`config.mk`:
```
export PLATFORM = sky130hd
export DESIGN_NAME = hash_ctl_regs
export DESIGN_NICKNAME = d
export VERILOG_FILES = /design/src/rtl/hce_pkg.sv /design/src/rtl/hce_cmd_decode.sv /design/src/rtl/hce_reg_file.sv /design/src/rtl/hce_issue_ctl.sv /design/src/rtl/hash_ctl_regs.sv
export SDC_FILE = /design/constraint.sdc
export NUM_CORES = 1
export LEC_CHECK = 0
export BUFFER_PORTS_ARGS = -buffer_cell sky130_fd_sc_hd__buf_4
export CAP_MARGIN = 40
export CORE_MARGIN = 2
export CORE_UTILIZATION = 25
export CTS_CLUSTER_DIAMETER = 30
export CTS_CLUSTER_SIZE = 12
export DETAILED_ROUTE_END_ITERATION = 8
export GPL_ROUTABILITY_DRIVEN = 0
export MAX_ROUTING_LAYER = met4
export PLACE_DENSITY = 0.45
export RECOVER_POWER = 25
export SKIP_CTS_REPAIR_TIMING = 1
export SLEW_MARGIN = 40
export SYNTH_ARGS = -nofsm -noshare
export SYNTH_HDL_FRONTEND = slang
export SYNTH_SLANG_ARGS = --single-unit
export TNS_END_PERCENT = 10
```
`constraint.sdc`:
```
create_clock -name clk -period 2.6 [get_ports clk]
set_input_delay 0.26 -clock clk [delete_from_list [all_inputs] [get_ports clk]]
set_output_delay 0.26 -clock clk [all_outputs]
set_load 0.03 [all_outputs]
```
`src/rtl/hce_pkg.sv`:
```
package hce_pkg;

    localparam int WORD_CRYPT  = 4;
    localparam int WORD_STATUS = 7;
    localparam int WORD_SRC    = 8;
    localparam int WORD_DST    = 9;
    localparam int WORD_KEY    = 10;
    localparam int WORD_LEN    = 11;
    localparam int WORD_CMD    = 12;

    localparam int DONE_BIT   = 9;
    localparam int IRQEN_BIT  = 9;
    localparam int SG_BIT     = 18;
    localparam logic [31:0] LEN_MASK = 32'h0FFF_FFFF;

    typedef enum logic [2:0] {
        ALG_MD5    = 3'd0,
        ALG_SHA1   = 3'd1,
        ALG_SHA224 = 3'd2,
        ALG_SHA256 = 3'd3,
        ALG_SHA512 = 3'd4,
        ALG_SHA384 = 3'd5
    } hce_alg_e;

    typedef enum logic [1:0] {
        MODE_PLAIN   = 2'b00,
        MODE_KEYED   = 2'b01,
        MODE_ACCUM   = 2'b10,
        MODE_KEYLOAD = 2'b11
    } hce_mode_e;

    typedef struct packed {
        logic [31:0] src;
        logic [31:0] dst;
        logic [31:0] key;
        logic [31:0] cmd;
    } hce_masks_t;

    typedef struct packed {
        logic     valid;
        hce_alg_e alg;
        logic     sg;
        logic     acc;
        logic     irq_en;
    } hce_req_t;

    function automatic hce_masks_t variant_masks(int unsigned v);
        hce_masks_t m;
        case (v)
            0: m = '{src: 32'h0FFF_FFFF, dst: 32'h0FFF_FFF8,
                     key: 32'h0FFF_FFC0, cmd: 32'h0000_03FF};
            1: m = '{src: 32'h3FFF_FFFF, dst: 32'h3FFF_FFF8,
                     key: 32'h3FFF_FFC0, cmd: 32'h0000_03FF};
            default: m = '{src: 32'h7FFF_FFFF, dst: 32'h7FFF_FFF8,
                           key: 32'h7FFF_FFF8, cmd: 32'h0014_7FFF};
        endcase
        return m;
    endfunction

endpackage

```
`src/rtl/hce_cmd_decode.sv`:
```
module hce_cmd_decode
    import hce_pkg::*;
(
    input  logic [31:0] cmd,
    output hce_req_t    req
);
    logic [2:0] base;
    logic [2:0] sub;
    logic       unused_bits;

    assign base = cmd[6:4];
    assign sub  = cmd[12:10];
    assign unused_bits = ^{cmd[31:19], cmd[17:13], cmd[3:0]};

    always_comb begin
        req        = '0;
        req.sg     = cmd[SG_BIT];
        req.acc    = (hce_mode_e'(cmd[8:7]) == MODE_ACCUM);
        req.irq_en = cmd[IRQEN_BIT];
        case (base)
            3'b000: begin req.alg = ALG_MD5;    req.valid = (sub == 3'b000); end
            3'b010: begin req.alg = ALG_SHA1;   req.valid = (sub == 3'b000); end
            3'b100: begin req.alg = ALG_SHA224; req.valid = (sub == 3'b000); end
            3'b101: begin req.alg = ALG_SHA256; req.valid = (sub == 3'b000); end
            3'b110: begin
                case (sub)
                    3'b000:  begin req.alg = ALG_SHA512; req.valid = 1'b1; end
                    3'b001:  begin req.alg = ALG_SHA384; req.valid = 1'b1; end
                    3'b010:  begin req.alg = ALG_SHA256; req.valid = 1'b1; end
                    default: begin req.alg = ALG_MD5;    req.valid = 1'b0; end
                endcase
            end
            default: begin req.alg = ALG_MD5; req.valid = 1'b0; end
        endcase
    end
endmodule

```
`src/rtl/hce_reg_file.sv`:
```
module hce_reg_file
    import hce_pkg::*;
#(
    parameter int unsigned VARIANT  = 2,
    parameter int unsigned NUM_REGS = 32,
    parameter int unsigned ADDR_W   = 12
) (
    input  logic              clk,
    input  logic              rst,
    input  logic              wr,
    input  logic [ADDR_W-1:0] addr,
    input  logic [31:0]       wdata,
    input  logic              status_bit,
    output logic [31:0]       rdata,
    output logic              cmd_wr,
    output logic [31:0]       cmd_next,
    output logic              status_clr
);
    localparam int unsigned IDX_W = ADDR_W - 2;
    localparam hce_masks_t  MASKS = variant_masks(VARIANT);

    logic [IDX_W-1:0] idx;
    logic             in_range;
    logic             unused_lsb;
    logic [31:0]      crypt_q, src_q, dst_q, key_q, len_q, cmd_q;

    assign idx        = addr[ADDR_W-1:2];
    assign unused_lsb = ^addr[1:0];
    assign in_range   = ({22'd0, idx} < NUM_REGS);

    function automatic logic hit(input logic [IDX_W-1:0] i, input int w);
        return (i == IDX_W'(w));
    endfunction

    assign cmd_wr     = wr && in_range && hit(idx, WORD_CMD);
    assign cmd_next   = wdata & MASKS.cmd;
    assign status_clr = wr && in_range && hit(idx, WORD_STATUS) && wdata[DONE_BIT];

    always_ff @(posedge clk) begin
        if (rst) begin
            crypt_q <= '0;
            src_q   <= '0;
            dst_q   <= '0;
            key_q   <= '0;
            len_q   <= '0;
            cmd_q   <= '0;
        end else if (wr && in_range) begin
            if (hit(idx, WORD_CRYPT)) crypt_q <= wdata;
            if (hit(idx, WORD_SRC))   src_q   <= wdata & MASKS.src;
            if (hit(idx, WORD_DST))   dst_q   <= wdata & MASKS.dst;
            if (hit(idx, WORD_KEY))   key_q   <= wdata & MASKS.key;
            if (hit(idx, WORD_LEN))   len_q   <= wdata & LEN_MASK;
            if (hit(idx, WORD_CMD))   cmd_q   <= cmd_next;
        end
    end

    always_comb begin
        rdata = '0;
        if (in_range) begin
            if (hit(idx, WORD_CRYPT))  rdata = crypt_q;
            if (hit(idx, WORD_STATUS)) rdata[DONE_BIT] = status_bit;
            if (hit(idx, WORD_SRC))    rdata = src_q;
            if (hit(idx, WORD_DST))    rdata = dst_q;
            if (hit(idx, WORD_KEY))    rdata = key_q;
            if (hit(idx, WORD_LEN))    rdata = len_q;
            if (hit(idx, WORD_CMD))    rdata = cmd_q;
        end
    end
endmodule

```
`src/rtl/hce_issue_ctl.sv`:
```
module hce_issue_ctl
    import hce_pkg::*;
(
    input  logic     clk,
    input  logic     rst,
    input  logic     cmd_wr,
    input  hce_req_t req,
    input  logic     done,
    input  logic     status_clr,
    output logic     start,
    output hce_alg_e alg,
    output logic     sg,
    output logic     acc,
    output logic     busy,
    output logic     status_bit,
    output logic     irq
);
    logic accept;
    logic finish;
    logic irq_en_q;

    assign accept = cmd_wr && req.valid && !busy;
    assign finish = done && busy;

    always_ff @(posedge clk) begin
        if (rst) begin
            start      <= 1'b0;
            alg        <= ALG_MD5;
            sg         <= 1'b0;
            acc        <= 1'b0;
            irq_en_q   <= 1'b0;
            busy       <= 1'b0;
            status_bit <= 1'b0;
            irq        <= 1'b0;
        end else begin
            start <= accept;
            if (accept) begin
                alg      <= req.alg;
                sg       <= req.sg;
                acc      <= req.acc;
                irq_en_q <= req.irq_en;
                busy     <= 1'b1;
            end else if (finish) begin
                busy <= 1'b0;
            end
            if (finish)          status_bit <= 1'b1;
            else if (status_clr) status_bit <= 1'b0;
            if (finish && irq_en_q) irq <= 1'b1;
            else if (status_clr)    irq <= 1'b0;
        end
    end
endmodule

```
`src/rtl/hash_ctl_regs.sv`:
```
module hash_ctl_regs
    import hce_pkg::*;
#(
    parameter int unsigned VARIANT  = 2,
    parameter int unsigned NUM_REGS = 32,
    parameter int unsigned ADDR_W   = 12
) (
    input  logic              clk,
    input  logic              rst,
    input  logic              reg_wr,
    input  logic [ADDR_W-1:0] reg_addr,
    input  logic [31:0]       reg_wdata,
    output logic [31:0]       reg_rdata,
    output logic              eng_start,
    output logic [2:0]        eng_alg,
    output logic              eng_sg,
    output logic              eng_acc,
    input  logic              eng_done,
    output logic              irq
);
    logic        cmd_wr;
    logic [31:0] cmd_next;
    logic        status_clr;
    logic        status_bit;
    logic        busy;
    hce_req_t    req;
    hce_alg_e    alg;

    hce_reg_file #(.VARIANT(VARIANT), .NUM_REGS(NUM_REGS), .ADDR_W(ADDR_W)) regs_i (
        .clk(clk), .rst(rst), .wr(reg_wr), .addr(reg_addr), .wdata(reg_wdata),
        .status_bit(status_bit), .rdata(reg_rdata), .cmd_wr(cmd_wr),
        .cmd_next(cmd_next), .status_clr(status_clr)
    );

    hce_cmd_decode dec_i (.cmd(cmd_next), .req(req));

    hce_issue_ctl ctl_i (
        .clk(clk), .rst(rst), .cmd_wr(cmd_wr), .req(req), .done(eng_done),
        .status_clr(status_clr), .start(eng_start), .alg(alg), .sg(eng_sg),
        .acc(eng_acc), .busy(busy), .status_bit(status_bit), .irq(irq)
    );

    assign eng_alg = alg;
endmodule

```
==> flow_summary.json, run 1 <==
{
  "core_area_um2": 33400,
  "maximum_number_of_pins_on_one_net_before_global_route_repair": 86,
  "clk_root_buffer_cell": "clkbuf_16",
  "io_buffer_count": 84,
  "dr.pass1.iters": 5,
  "fin_ws_ns": 0.0957,
  "antenna_found_initial": 0,
  "place_ws_ns": 0.0512,
  "die_area_um2": 35100,
  "final-instance-count-excl-fill": 1601,
  "routed_wire_length_per_instance_um": 21.4,
  "yosys.area_share.simple_pct": 20.8,
  "rr_startpoint": "ctl_i.busy",
  "period_needed_ns": 2.50,
  "dp_cells": 1570,
  "synth_top_family_by_area": "compound AO/OA/AOI/OAI gates",
  "synthAdderAreaFrac_pct": 0,
  "cp-startpoint": "reg_addr[11]",
  "clock_tree_buf_depth": 2,
  "synth_area_leader_cell": "dfxtp_1",
  "via_per_inst": 5.36,
  "clkLatencyLatePin_ns": 0.45,
  "final_nets": 1189,
  "synth_cells": 1082,
  "async_flop_share_pct": 0,
  "outcome": "finished clean",
  "post_synth_main_area_contributors": "dfxtp_1 (41%), a21oi_1 (11%), nand3_1 (9.8%), o21ai_0 (8.3%), clkbuf_1 (3.9%)",
  "crit_fanout": 9,
  "synth_enable_flop_cells": 0,
  "finalMaxSlewViolations": 0,
  "critical_path_arrival_ns": 2.24,
  "wire_length_of_the_first_global_routing_pass_um": 51600,
  "detail-route-antenna-nets": 0,
  "critical_path.endpoint_type": "output port",
  "mappedNetlistNets": 1130,
  "postSynthRegisterBits": 174,
  "drcViolationCount": 0,
  "cts.clk_slew.worst_paths_ns": 0.07,
  "leakage_power_nw": 3.37,
  "power.density_nw_per_um2": 558,
  "tightest_slew_ns": 1.30,
  "sequential_to_total_area_share_from_yosys_stat_pct": 41.4,
  "start_kind": "input pin",
  "h-tree-depth": 4,
  "grtUsageTotal_pct": 20.0,
  "first_global_vias": 8042,
  "post-route-util_pct": 30.8,
  "die_w_um": 187,
  "avgSynthCellArea_um2": 7.77,
  "rsz_0062_raised_after_global_routing": "no",
  "netlist-cell-type-count": 61,
  "timing.max_slew.rel_slack_pct": 13.1,
  "cts_tree": "yes",
  "mux_share_of_post_synthesis_cell_area_pct": 3.24,
  "max_clock_freq_mhz": 399,
  "regArea_um2": 3480,
  "grt_overflow": 0,
  "dominantRegCellSynth": "dfxtp_1",
  "dp.final_hpwl_um": 21600,
  "row_count": 67,
  "critical_path.cell_chain": "buf_4 > or4b_1 > nor2_1 > buf_4 > a22oi_1 > o21ai_0 > buf_4",
  "finalHoldViolations": 0,
  "worst_hold_startpoint": "reg_wdata[31]",
  "cts_num_sinks": 174,
  "power.ir.vdd_worst_v": 0.000443,
  "setup_violations": 0,
  "cts_buffers": 17,
  "path_common_cell": "buf_4",
  "kind_of_critical_path": "in2out",
  "synth_top_area_share_pct": 41.4,
  "wirelength_um": 34300,
  "synth-compound-area-share_pct": 27.6,
  "starting_density_pct": 25.2,
  "crit_required_ns": 2.34,
  "hold_path.class": "in2reg",
  "dr.first_iter.drc_count": 832,
  "routed-via-count": 8578,
  "synthXorXnorAreaFrac_pct": 0.104,
  "min_period_over_period_pct": 96.3,
  "slowest_stage": "or4b_1",
  "area_used_by_multi_input_combinational_logic_um2": 4390,
  "fill_cells": 3698,
  "cpPeakStageDelay_ns": 0.67,
  "io-pin-count": 87,
  "fin_tns_setup_ns": 0,
  "max-cap-violations": 0,
  "fin_worst_skew_ns": 0.00722,
  "synthesis.area_um2": 8410,
  "total_design_power_mw": 5.74,
  "diode_count": 0,
  "area_delta_synth_final_pct": 22.3,
  "final_layout_size_suffix_gt1_share_pct": 18.0,
  "yosys_warnings": 0,
  "die_h_um": 187
}
## cell families (layout without fill, tap and decap cells)
| group | after synthesis | after routing |
|---|---|---|
| multiplexers | 17 | 17 |
| buffers and inverters | 132 | 203 |
| flip-flops | 174 | 174 |
| AO/OA/AOI/OAI | 428 | 428 |
| XOR/XNOR | 1 | 1 |
| AND/OR/NAND/NOR | 330 | 330 |
## stage by stage
stage | hold WS (ns) | area, µm²
global placement | 0.439 | 9750
CTS | 0.0656 | 10300
global route | 0.0817 | 10300
floorplan | 0.400 | 8410
detailed placement | 0.443 | 9750
finish | 0.0804 | 10300
## where the power goes
part / switching (mW) / total, mW / leakage [nW] / internal (mW)
Clock: 1.22 / 2.65 / 0.287 / 1.44
Sequential: 0.0000812 / 2.66 / 1.40 / 2.66
Combinational: 0.297 / 0.423 / 1.68 / 0.125
## cell usage after synthesis, types with 3 or more instances
cell type and number:
o21ai_1 48, nor2_1 26, and3_1 8, o2111ai_1 5, buf_1 3, nor2b_1 3, buf_2 22, nand4_1 9
o22ai_1 4, a2bb2oi_1 13, mux4_2 8, mux2i_1 7, nand2_1 60, o2bb2ai_1 5, nand3_1 164, a22oi_1 10
nand2b_1 25, nor3_1 6, a211oi_1 4, buf_6 5, o21ai_0 139, clkbuf_1 87, inv_1 12, buf_4 3
a21oi_1 185, dfxtp_1 174
## layout by cell type (no fill, tap or decap), types with 2 or more instances in the layout
cell       Yosys  routed
nand2b_1      25      25
a22oi_1       10      10
o211ai_1       2       2
o21ai_1       48      48
clkbuf_16      0      17
nor4_4         2       2
a211oi_1       4       3
o22ai_1        4       4
bufinv_16      0       2
inv_1         12      12
dfxtp_1      174     174
nor3b_1        2       2
nand4_1        9       9
or3b_2         2       2
a21oi_1      185     185
o2111ai_1      5       5
a2bb2oi_1     13      13
buf_12         0       5
a31oi_1        2       2
clkinv_4       0       3
nand3_1      164     165
or4b_2         2       2
inv_6          0       7
buf_4          3     141
nand2_1       60      59
a211o_1        2       2
mux2i_1        7       7
or4b_1         2       2
o21ai_0      139     139
o221a_2        2       2
nand3b_1       2       2
nor3_4         2       2
nor2_1        26      24
o2bb2ai_1      5       5
nor3_1         6       6
and2_1         2       2
nor2b_1        3       2
clkbuf_1      87      13
and3_1         8       8
mux4_2         8       8
## worst paths after layout
| kind | cells past startpoint | endpoint | slack [ns] |
|---|---|---|---|
| hold / removal | 3 | regs_i.crypt_q[31] | 0.08 |
| hold reg to reg | 2 | regs_i.cmd_q[20] | 0.45 |
| setup reg to reg | 4 | ctl_i.irq_en_q | 1.27 |
| setup / recovery | 7 | reg_rdata[20] | 0.1 |
## per-layer routing
layer | up-vias | global-route usage, % | wire length [µm]
met3 | 37 | 3.55 | 2310
met2 | 330 | 29.7 | 15400
li1 | 4031 | - | -
met5 | - | - | 0
met1 | 4180 | 27.6 | 16000
met4 | 0 | 5.91 | 556
## registers in the layout (all words and copies together) (netlist names), 3 cells and up
register and flops:
ctl_i.alg 3, regs_i.cmd_q 17, regs_i.crypt_q 32, regs_i.dst_q 28
regs_i.key_q 28, regs_i.len_q 28, regs_i.src_q 31
## cell type report
cell class,instances,share of cell area [%]
clock buffers,18,4.17
flip-flops and latches,174,33.9
inverters,12,0.438
repair buffers,160,11.9
clock inverters,13,1.48
well taps,448,5.45
multi-input cells,776,42.7
## worst max-delay path: cells and delay by family
| kind | cells | cell delay, ns |
|---|---|---|
| buffers and inverters | 3 | 0.61 |
| AO/OA/AOI/OAI | 2 | 0.50 |
| AND/OR/NAND/NOR | 2 | 0.87 |
Power figures use the tool's default switching activity.
==> inputs of run 2 (changes only) <==
Settings changed: PLACE_DENSITY 0.45 to 0.47.
Clock period 2.6 ns to 2.1 ns, I/O delays scaled along.
==> flow_summary.json, run 2 <==
{
  "netlist-cell-type-count": 61,
  "place_ws_ns": -0.231,
  "h-tree-depth": 4,
  "dominantRegCellSynth": "dfxtp_1",
  "synth.most_common_cell": "a21oi_1",
  "synth_enable_flop_cells": 0,
  "stopped_at": "detailed routing",
  "synth_top_area_share_pct": 41.4,
  "io_buffer_count": 84,
  "dp.final_hpwl_um": 22300,
  "synth_area_leader_cell": "dfxtp_1",
  "toolErrorMsg": "[ERROR DRT-0255] Maze Route cannot find path of net clk in worker of routeBox ( 144900 0 ) ( 187405 48300 ).",
  "cts_buffers": 17,
  "avgSynthCellArea_um2": 7.77,
  "maximum_number_of_pins_on_one_net_before_global_route_repair": 81,
  "grtUsageTotal_pct": 19.7,
  "die_w_um": 187,
  "die_h_um": 187,
  "yosys_warnings": 0,
  "post_synth_main_area_contributors": "dfxtp_1 (41%), a21oi_1 (11%), nand3_1 (9.8%), o21ai_0 (8.3%), clkbuf_1 (3.9%)",
  "io-pin-count": 87,
  "worstEpCategory": "output port",
  "sequential_to_total_area_share_from_yosys_stat_pct": 41.4,
  "mappedNetlistNets": 1130,
  "dp_cells": 1617,
  "postSynthRegisterBits": 174,
  "async_flop_share_pct": 0,
  "cts_num_sinks": 174,
  "clock_tree_buf_depth": 2,
  "post_synth_most_frequent_cells": "a21oi_1 (185), dfxtp_1 (174), nand3_1 (164), o21ai_0 (139), clkbuf_1 (87)",
  "synth_cells": 1082,
  "row_count": 67,
  "clk_root_buffer_cell": "clkbuf_16",
  "synthesis.area_um2": 8410,
  "wire_length_of_the_first_global_routing_pass_um": 51200,
  "dpl-instance-area_um2": 10200,
  "antenna_found_initial": 2,
  "outcome": "aborted with a tool error",
  "first_global_vias": 8212,
  "starting_density_pct": 25.2,
  "worst_endpoint": "reg_rdata[24]",
  "grt_overflow": 0
}
[run 2: per-layer routing]
layer  GRT usage (%)
met5               -
met4            4.48
met3            3.49
met2            29.6
met1            27.3
[run 2: cells by family after synthesis]
group	synth area share (%)
DFF	41.4
buffers and inverters	6.80
AOI/OAI and AO/OA	27.6
xor gates and xnor gates	0.104
muxes	3.24
and+or+nand+nor	20.8
[run 2: through the flow]
step / hold slack, ns / TNS [ns] / util [%]
after floorplan: 0.350 / -2.49 / -
after global routing: 0.00198 / -0.872 / 33.1
after detailed placement: 0.443 / -8.05 / 30.5
after global placement: 0.435 / -7.51 / 30.5
after CTS: 0.00455 / -2.89 / 32.2
==> inputs of run 3 (changes only) <==
Settings changed: CORE_UTILIZATION 25 to 20, CTS_CLUSTER_DIAMETER 30 to not set, CTS_CLUSTER_SIZE 12 to not set, MAX_ROUTING_LAYER met4 to not set, PLACE_DENSITY 0.47 to not set, PLACE_DENSITY_LB_ADDON set to 0.15.
Clock period 2.1 ns to 2.7 ns, I/O delays scaled along.
==> flow_summary.json, run 3 (synthesis results as in run 1) <==
{
  "outcome": "finished clean",
  "maximum_number_of_pins_on_one_net_before_global_route_repair": 66,
  "wire_length_of_the_first_global_routing_pass_um": 56000,
  "worst_hold_path.num_cells": 3,
  "area_delta_synth_final_pct": 23.2,
  "kind_of_critical_path": "in2out",
  "io-pin-count": 87,
  "wirelength_um": 37400,
  "regMostFlops": "regs_i.crypt_q",
  "finalHoldViolations": 0,
  "fin_ws_ns": 0.137,
  "final_layout_size_suffix_gt1_share_pct": 16.9,
  "drcViolationCount": 0,
  "grt_overflow": 0,
  "r2r_slack_ns": 1.37,
  "die_area_um2": 43700,
  "min_period_over_period_pct": 94.9,
  "critical_path.endpoint_type": "output port",
  "start_kind": "input pin",
  "detail-route-antenna-nets": 0,
  "crit_fanout": 9,
  "first_global_vias": 8310,
  "fin_worst_skew_ns": 0.00787,
  "rsz_0062_raised_after_global_routing": "no",
  "dr.pass1.iters": 5,
  "core_area_um2": 41800,
  "clock_tree_buf_depth": 2,
  "setup_violations": 0,
  "die_h_um": 209,
  "io_buffer_count": 84,
  "hold_end": "regs_i.crypt_q[31]",
  "starting_density_pct": 20.1,
  "place_ws_ns": 0.186,
  "dr.first_iter.drc_count": 527,
  "fin_tns_setup_ns": 0,
  "antenna_found_initial": 0,
  "hold_path.class": "in2reg",
  "row_count": 75,
  "rr_startpoint": "ctl_i.busy",
  "largest_reg_flops": 32,
  "period_needed_ns": 2.56,
  "timing.max_slew.rel_slack_pct": 17.8,
  "clkLatencyLatePin_ns": 0.45,
  "die_w_um": 209,
  "worst-r2r-cell-count": 4,
  "cp-startpoint": "reg_addr[11]",
  "worstReg2RegEnd": "ctl_i.irq_en_q",
  "clk_root_buffer_cell": "clkbuf_16",
  "cts_num_sinks": 174,
  "worst_hold_startpoint": "reg_wdata[31]",
  "postLayoutCellArea_um2": 10400,
  "routed_wire_length_per_instance_um": 22.2,
  "cts_tree": "yes",
  "cts.clk_slew.worst_paths_ns": 0.06,
  "crit_required_ns": 2.43,
  "post-route-util_pct": 24.8,
  "max-cap-violations": 0,
  "leakage_power_nw": 3.32,
  "critical_path_arrival_ns": 2.29,
  "registers_with_the_most_flip_flops": "regs_i.crypt_q (32), regs_i.src_q (31)",
  "mostFrequentLayoutCell": "a21oi_1",
  "power.ir.vdd_worst_v": 0.000408,
  "h-tree-depth": 4,
  "power.density_nw_per_um2": 533,
  "final_cell_mix": "a21oi_1 (185), dfxtp_1 (174), nand3_1 (165), o21ai_0 (139), buf_4 (125)",
  "dpl-instance-area_um2": 9840,
  "final_nets": 1180,
  "tightest_slew_ns": 1.23,
  "dp.final_hpwl_um": 23200,
  "grtUsageTotal_pct": 17.1,
  "routed-via-count": 8427,
  "max_clock_freq_mhz": 390,
  "cts_buffers": 17,
  "finalMaxSlewViolations": 0,
  "total_design_power_mw": 5.52,
  "via_per_inst": 5.00
}
==> run 3: routing by layer <==
metal / global-route usage (%) / part of all wire (%) / vias up
met1: 23.9 / 48 / 4188
li1: - / - / 4016
met2: 27.6 / 47 / 192
met3: 2.48 / 3.8 / 31
met5: 0 / 0 / -
met4: 4.63 / 1.6 / 0
==> run 3: worst max-delay path by stage <==
stage	end	depth (start not counted)	slack, ns
2_1_floorplan	reg_rdata[28]	7	0.22
3_3_place_gp	reg_rdata[17]	8	0.16
3_5_place_dp	reg_rdata[21]	7	0.19
4_1_cts	reg_rdata[21]	7	0.16
5_1_grt	reg_rdata[21]	7	0.08
6_report	reg_rdata[21]	7	0.14
==> run 3: layout make-up <==
class                      instances  area (µm²)
tap                              539         674
clock inverter                    10         111
antenna                            1        2.50
timing repair buffer             151        1190
multi-input combinational        776        4380
sequential                       174        3480
fill                            4575       31400
inverter                          12        45.0
clock buffer                      21         470
==> run 3: per-stage QoR <==
step                hold WS (ns)  cells
global route              0.0865   1683
global placement           0.435   1652
finish                    0.0844   1684
floorplan                  0.410   1082
detailed placement         0.442   1652
CTS                       0.0670   1683
==> run 3: worst max-delay path, cell delays in order <==
cell and delay (ns):
buf_4 0.15, or4b_1 0.63, nor2_1 0.19, buf_4 0.24
nand2_1 0.07, a211oi_1 0.48, buf_4 0.26
==> run 3: power breakdown <==
part | internal [mW] | leakage [nW] | switching, mW
Clock | 1.43 | 0.281 | 1.12
Sequential | 2.56 | 1.40 | 0.0000802
Combinational | 0.123 | 1.64 | 0.284
